## src/rtl/irq_seq_pkg.sv

```systemverilog
package irq_seq_pkg;
    typedef enum logic [2:0] {
        S_IDLE, S_DUM1, S_DUM2, S_PCH, S_PCL, S_PSW, S_VLO, S_VHI
    } seq_state_t;

    typedef enum logic [1:0] {
        K_NONE, K_NMI, K_IRQ, K_BRK
    } int_kind_t;

    localparam int FLAG_I = 2;
    localparam int FLAG_B = 4;
    localparam int FLAG_U = 5;
endpackage

```

## src/rtl/irq_nmi_latch.sv

```systemverilog
module irq_nmi_latch (
    input  logic clk,
    input  logic rst_n,
    input  logic nmi_edge,
    input  logic commit,
    output logic pend
);
    always_ff @(posedge clk) begin
        if (!rst_n)
            pend <= 1'b0;
        else if (commit)
            pend <= 1'b0;
        else if (nmi_edge)
            pend <= 1'b1;
    end

    // a latched request is held until its vector fetch is committed
    p_pend_hold_r7: assert property (@(posedge clk) disable iff (!rst_n)
        (pend && !commit) |=> pend);
endmodule

```

## src/rtl/irq_entry_arb.sv

```systemverilog
module irq_entry_arb
    import irq_seq_pkg::*;
(
    input  logic      nmi_req,
    input  logic      brk_req,
    input  logic      irq_req,
    input  logic      i_mask,
    output int_kind_t kind,
    output logic      take
);
    always_comb begin
        if (nmi_req)
            kind = K_NMI;
        else if (brk_req)
            kind = K_BRK;
        else if (irq_req && !i_mask)
            kind = K_IRQ;
        else
            kind = K_NONE;
        take = (kind != K_NONE);
    end
endmodule

```

## src/rtl/irq_entry_seq.sv

```systemverilog
module irq_entry_seq
    import irq_seq_pkg::*;
#(
    parameter int              AW      = 16,
    parameter int              DW      = 8,
    parameter int              BRK_ADV = 2,
    parameter logic [AW-1:0]   NMI_VEC = 16'hFFFA,
    parameter logic [AW-1:0]   IRQ_VEC = 16'hFFFE,
    parameter logic [AW-DW-1:0] STACK_PAGE = 8'h01
) (
    input  logic          clk,
    input  logic          rst_n,
    input  logic          at_boundary,
    input  logic          brk_decoded,
    input  logic          nmi_edge,
    input  logic          irq_line,
    input  logic [AW-1:0] pc_in,
    input  logic [DW-1:0] p_in,
    input  logic [DW-1:0] sp_in,
    input  logic [DW-1:0] rd_data,
    output logic [AW-1:0] bus_addr,
    output logic [DW-1:0] bus_wdata,
    output logic          bus_we,
    output logic          bus_en,
    output logic [DW-1:0] sp_out,
    output logic [DW-1:0] p_out,
    output logic [AW-1:0] new_pc,
    output logic          done
);
    localparam int HI_W = AW - DW;

    seq_state_t state_q, state_d;
    int_kind_t  kind_q, arb_kind;
    logic       arb_take, start, nmi_pend, nmi_req, commit, vec_nmi_q;
    logic [AW-1:0] pc_q, push_pc_q, vec_base;
    logic [DW-1:0] p_q, sp_q, vlo_q, p_push;

    assign nmi_req = nmi_pend | nmi_edge;

    irq_entry_arb i_arb (
        .nmi_req (nmi_req),
        .brk_req (brk_decoded),
        .irq_req (irq_line),
        .i_mask  (p_in[FLAG_I]),
        .kind    (arb_kind),
        .take    (arb_take)
    );

    assign start  = (state_q == S_IDLE) && at_boundary && arb_take;
    assign commit = (start && arb_kind == K_NMI) ||
                    (state_q == S_PSW && !vec_nmi_q && nmi_req);

    irq_nmi_latch i_nmi (
        .clk      (clk),
        .rst_n    (rst_n),
        .nmi_edge (nmi_edge),
        .commit   (commit),
        .pend     (nmi_pend)
    );

    // state register
    always_ff @(posedge clk) begin
        if (!rst_n)
            state_q <= S_IDLE;
        else
            state_q <= state_d;
    end

    always_comb begin
        unique case (state_q)
            S_IDLE:  state_d = start ? S_DUM1 : S_IDLE;
            S_DUM1:  state_d = S_DUM2;
            S_DUM2:  state_d = S_PCH;
            S_PCH:   state_d = S_PCL;
            S_PCL:   state_d = S_PSW;
            S_PSW:   state_d = S_VLO;
            S_VLO:   state_d = S_VHI;
            S_VHI:   state_d = S_IDLE;
            default: state_d = S_IDLE;
        endcase
    end

    // captured context
    always_ff @(posedge clk) begin
        if (!rst_n) begin
            kind_q    <= K_NONE;
            pc_q      <= '0;
            push_pc_q <= '0;
            p_q       <= '0;
            sp_q      <= '0;
            vlo_q     <= '0;
            vec_nmi_q <= 1'b0;
        end else if (start) begin
            kind_q    <= arb_kind;
            pc_q      <= pc_in;
            push_pc_q <= (arb_kind == K_BRK) ? pc_in + AW'(BRK_ADV) : pc_in;
            p_q       <= p_in;
            sp_q      <= sp_in;
            vec_nmi_q <= (arb_kind == K_NMI);
        end else begin
            unique case (state_q)
                S_PCH, S_PCL: sp_q <= sp_q - 1'b1;
                S_PSW: begin
                    sp_q      <= sp_q - 1'b1;
                    vec_nmi_q <= vec_nmi_q | nmi_req;
                end
                S_VLO:   vlo_q <= rd_data;
                default: ;
            endcase
        end
    end

    always_comb begin
        p_push         = p_q;
        p_push[FLAG_U] = 1'b1;
        p_push[FLAG_B] = (kind_q == K_BRK);
        vec_base       = vec_nmi_q ? NMI_VEC : IRQ_VEC;
    end

    // outputs
    always_comb begin
        bus_addr  = '0;
        bus_wdata = '0;
        bus_we    = 1'b0;
        bus_en    = 1'b1;
        new_pc    = '0;
        done      = 1'b0;
        sp_out    = sp_q;
        p_out     = p_q;
        p_out[FLAG_I] = 1'b1;
        unique case (state_q)
            S_IDLE: bus_en = 1'b0;
            S_DUM1, S_DUM2: bus_addr = pc_q;
            S_PCH: begin
                bus_addr  = {STACK_PAGE, sp_q};
                bus_wdata = push_pc_q[AW-1:DW];
                bus_we    = 1'b1;
            end
            S_PCL: begin
                bus_addr  = {STACK_PAGE, sp_q};
                bus_wdata = push_pc_q[DW-1:0];
                bus_we    = 1'b1;
            end
            S_PSW: begin
                bus_addr  = {STACK_PAGE, sp_q};
                bus_wdata = p_push;
                bus_we    = 1'b1;
            end
            S_VLO: bus_addr = vec_base;
            S_VHI: begin
                bus_addr = vec_base | AW'(1);
                new_pc   = {rd_data[HI_W-1:0], vlo_q};
                done     = 1'b1;
            end
            default: bus_en = 1'b0;
        endcase
    end

    // the last cycle is reached exactly six cycles after the first
    p_len_r1: assert property (@(posedge clk) disable iff (!rst_n)
        (state_q == S_VHI) |-> ($past(state_q, 6) == S_DUM1));
    // done is a single-cycle strobe
    p_done_once_r1: assert property (@(posedge clk) disable iff (!rst_n)
        done |=> !done);
    // every write lands in the stack page
    p_push_page_r2: assert property (@(posedge clk) disable iff (!rst_n)
        bus_we |-> (bus_addr[AW-1:DW] == STACK_PAGE));
    // an NMI request at a boundary starts an NMI-vectored sequence
    p_nmi_first_r4: assert property (@(posedge clk) disable iff (!rst_n)
        (state_q == S_IDLE && at_boundary && nmi_req) |=> (state_q == S_DUM1 && vec_nmi_q));
    // a request latched before the commit cycle redirects the vector
    p_hijack_r6: assert property (@(posedge clk) disable iff (!rst_n)
        (state_q == S_PSW && nmi_pend) |=> vec_nmi_q);
    // status handed back has I set
    p_iflag_r10: assert property (@(posedge clk) disable iff (!rst_n)
        done |-> p_out[FLAG_I]);
    // a sequence only begins from idle
    p_no_restart_r11: assert property (@(posedge clk) disable iff (!rst_n)
        (state_q == S_DUM1) |-> ($past(state_q) == S_IDLE));
endmodule

```

## config.mk

```make
export PLATFORM = sky130hd
export DESIGN_NAME = irq_entry_seq
export DESIGN_NICKNAME = d
export VERILOG_FILES = /design/src/rtl/irq_seq_pkg.sv /design/src/rtl/irq_nmi_latch.sv /design/src/rtl/irq_entry_arb.sv /design/src/rtl/irq_entry_seq.sv
export SDC_FILE = /design/constraint.sdc
export NUM_CORES = 1
export LEC_CHECK = 0
export ABC_AREA = 1
export ABC_CLOCK_PERIOD_IN_PS = 1440
export BUFFER_PORTS_ARGS = -buffer_cell sky130_fd_sc_hd__buf_2
export CAP_MARGIN = 10
export CORE_MARGIN = 3
export CORE_UTILIZATION = 45
export DETAILED_ROUTE_END_ITERATION = 10
export HOLD_SLACK_MARGIN = 0.06
export PLACE_DENSITY = 0.75
export SYNTH_ARGS = -nofsm -noshare
export SYNTH_HDL_FRONTEND = slang
export SYNTH_HIERARCHICAL = 1
export SYNTH_SLANG_ARGS = --single-unit
```

## constraint.sdc

```tcl
create_clock -name clk -period 1.44 [get_ports clk]
set_input_delay 0.288 -clock clk [delete_from_list [all_inputs] [get_ports clk]]
set_output_delay 0.288 -clock clk [all_outputs]
set_load 0.01 [all_outputs]
```

==> run_results.csv <==
group,metric,value,unit
detailed_routing,dr.pass1.iters,5,
floorplanning,core,6940,sq um
global_routing,grt_usage,28.0,%
cells_and_area,fin_nets,682,
global_routing,grt_max_degree,23,
detailed_routing,first_iter_violations,265,
detailed_routing,drc,0,
critical_path,cp-end-kind,"output port",
global_routing,grt_pass1_vias,3929,
timing,period_needed,1870,ps
timing,max_freq,533,MHz
detailed_routing,wire_per_inst,18.4,um
run,drv_cap,0,
timing,rsz0062_at_grt,"yes",
clock_network,clk_pin_slew,70,ps
synth,synth_flop_cell,"dfxtp_1",
critical_path,slowest_stage,"dfxtp_4",
detailed_routing,totalWireLength,13500,um
power_and_ir_drop,total_power,6.08,mW
critical_path,crit_chain,"nor2_4 > buf_12 > nand2_4 > buf_4 > o221ai_1 > buf_2",
critical_path,crit_fanout,4,
clock_network,cts.path.max_buffers,2,
clock_network,clock_latency,350,ps
synth,syn_inst,482,
hold_path,min-delay-path-class,"primary input to register",
synth,syn_nets,530,
cells_and_area,utilization,80.0,%
cells_and_area,syn_to_final_growth,68.5,%
placed_design,dp_hpwl,6990,um
global_routing,grt_first_pass_wirelength,18700,um
synth,synth_cell_types,33,
timing,skew,10.2,ps
power_and_ir_drop,ir_drop,0.831,mV
placed_design,dpl_cell_area,4160,sq um
floorplanning,die_x,91.6,um
floorplanning,ios,105,
critical_path,critPathArrivalTime,1590,ps
synth,netlist_area,3300,sq um
cells_and_area,mostFrequentLayoutCell,"buf_2",
floorplanning,die_area,8390,sq um
placed_design,numPortBuffers,103,
critical_path,cpPeakStageDelay,380,ps
global_routing,overflow,0,
synth,synth_edf_count,0,
cells_and_area,stdcell_count,735,
detailed_routing,ant_nets,0,
clock_network,cts-root-buf,"clkbuf_8",
timing,fin_ws,-435,ps
cells_and_area,drive_above_1_share,52.9,%
cells_and_area,mostFrequentLayoutCells,"buf_2, inv_1, dfxtp_1",
cells_and_area,antenna_cells,0,
synth,ys_seq_area_share,37.6,%
placed_design,place.gp.congestion,0.891,
cells_and_area,fin_area,5560,sq um
clock_network,cts_tree,"built",
status,status,"finished with violations",
power_and_ir_drop,powerDensity,1090,nW/um^2
critical_path,critPathKind,"register to output port",
cells_and_area,regArea,1250,sq um
floorplanning,start_util,47.5,%
floorplanning,rows,30,
placed_design,dpl.cell_count,692,
clock_network,cts_sinks,62,
global_routing,antenna_found_initial,0,
timing,setup_viol,88,
synth,synth_seq_cells,62,
synth,yosysWarnings,6,
critical_path,crit_buf_inv,3,
timing,drv_slew,0,
detailed_routing,vias_per_cell,5.56,
clock_network,cts_max_level,3,
power_and_ir_drop,p_leak,2.55,nW
clock_network,cts_made_buffers,9,
timing,final_hold_viol_count,0,
detailed_routing,vias,4087,
synth,synthArstFlopShare,0,%
status,failed_checks,"negative setup slack",
critical_path,critPathTopFamily,"buffers and inverters",
cells_and_area,multiInputGateArea,2350,sq um
floorplanning,dieHeight,91.6,um
critical_path,cp.required,1150,ps
timing,finalCritPeriodShare,130,%
critical_path,worstSetupStartpointType,"register",
synth,avgSynthCellArea,6.84,sq um
cells_and_area,fill_cells,424,
==> path summary, 6_finish.rpt <==
path / from / endpoint / slack (ps) / cells after the start
setup / recovery: state_q[0]$_SDFF_PN0_ / bus_wdata[1] / -430 / 6
setup reg to reg: i_nmi/pend$_SDFFE_PP0P_ / push_pc_q[10]$_SDFFE_PN0P_ / -320 / 10
hold / removal: p_in[4] / p_q[4]$_SDFFE_PN0P_ / 190 / 3
hold reg to reg: vlo_q[2]$_SDFFE_PN0P_ / vlo_q[2]$_SDFFE_PN0P_ / 450 / 2
==> what timing repair did <==
| item | in CTS | in global routing |
|---|---|---|
| hold buffers | 0 | 0 |
| setup buffers | 12 | 16 |
| hold endpoints to repair | 0 | 0 |
| cloned | 8 | 1 |
| pin swaps | 25 | 39 |
| setup endpoints to repair | 73 | 103 |
| resized for setup | 132 | 139 |
==> through the flow <==
stage | hold slack (ps) | TNS (ps) | setup slack, ps
final | 189 | -23740 | -435
after global routing | 190 | -27180 | -499
after detailed placement | 438 | -6520 | -219
after floorplan | 408 | -397 | -44.0
after global placement | 436 | -4310 | -182
after CTS | 198 | -21940 | -336
==> power breakdown <==
part	switching (mW)	total, mW	internal [mW]
combinational	1.36	2.43	1.06
sequential	0.158	2.08	1.92
clock	0.689	1.57	0.885
total	2.21	6.08	3.86
==> synth_stat cells (2+ instances only) <==
master     n  area (sq um)
nand4_1    2          12.5
inv_2      4          15.0
o21ai_0   45           225
ha_1       2          25.0
clkbuf_1   8          30.0
xor2_1     5          43.8
o211ai_1   4          30.0
dfxtp_1   62          1240
buf_4      7          52.6
o221ai_1  11          96.3
xnor2_1    3          26.3
or2_1      3          18.8
nor2_4     3          33.8
buf_2      9          45.0
nand2_2    2          12.5
a31oi_1    3          18.8
nor3_1     3          15.0
inv_1     72           270
nor2_1    53           199
nand3_1   26           130
a211oi_2   6          75.1
nand2_1   90           338
buf_6      2          22.5
a21oi_1   46           230
nor2_2     3          18.8
==> layout make-up <==
class	instances	area share, %
well taps	96	2.16
multi-input cells	317	42.3
clock inverters	4	0.810
flip-flops and latches	62	22.6
repair buffers	167	23.6
repair inverters	1	0.113
inverters	76	5.67
clock buffers	12	2.79
==> state kept, by name (all words and copies together), names as in the netlist <==
signal      cells
p_q             8
push_pc_q      15
kind_q          2
state_q         3
vlo_q           8
sp_out          8
pc_q           16
i_nmi/pend      1
vec_nmi_q       1
==> cells by family (layout without fill, tap and decap cells) <==
| group | count (synthesis) | in the layout | share of synthesized area, % |
|---|---|---|---|
| compound gates | 118 | 118 | 21.3 |
| xor+xnor | 8 | 8 | 2.12 |
| fa+ha+maj | 2 | 2 | 0.759 |
| buf+inv | 103 | 260 | 13.3 |
| flops | 62 | 62 | 37.6 |
| other cells | 1 | 1 | 0.114 |
| simple gates | 188 | 188 | 24.8 |
==> worst min-delay path, cell delays in order <==
cell and delay, ps:
buf_2 100, nand2_2 60, a21oi_2 40
==> metal layers <==
metal / track usage, % / routed length, um / vias to the layer above
li1: - / - / 1863
met1: 31.9 / 5040 / 1941
met2: 47.8 / 6840 / 224
met3: 8.12 / 1110 / 59
met4: 13.4 / 561 / 0
met5: 0 / 0 / -
No activity file was read; power rests on OpenSTA's default activity.
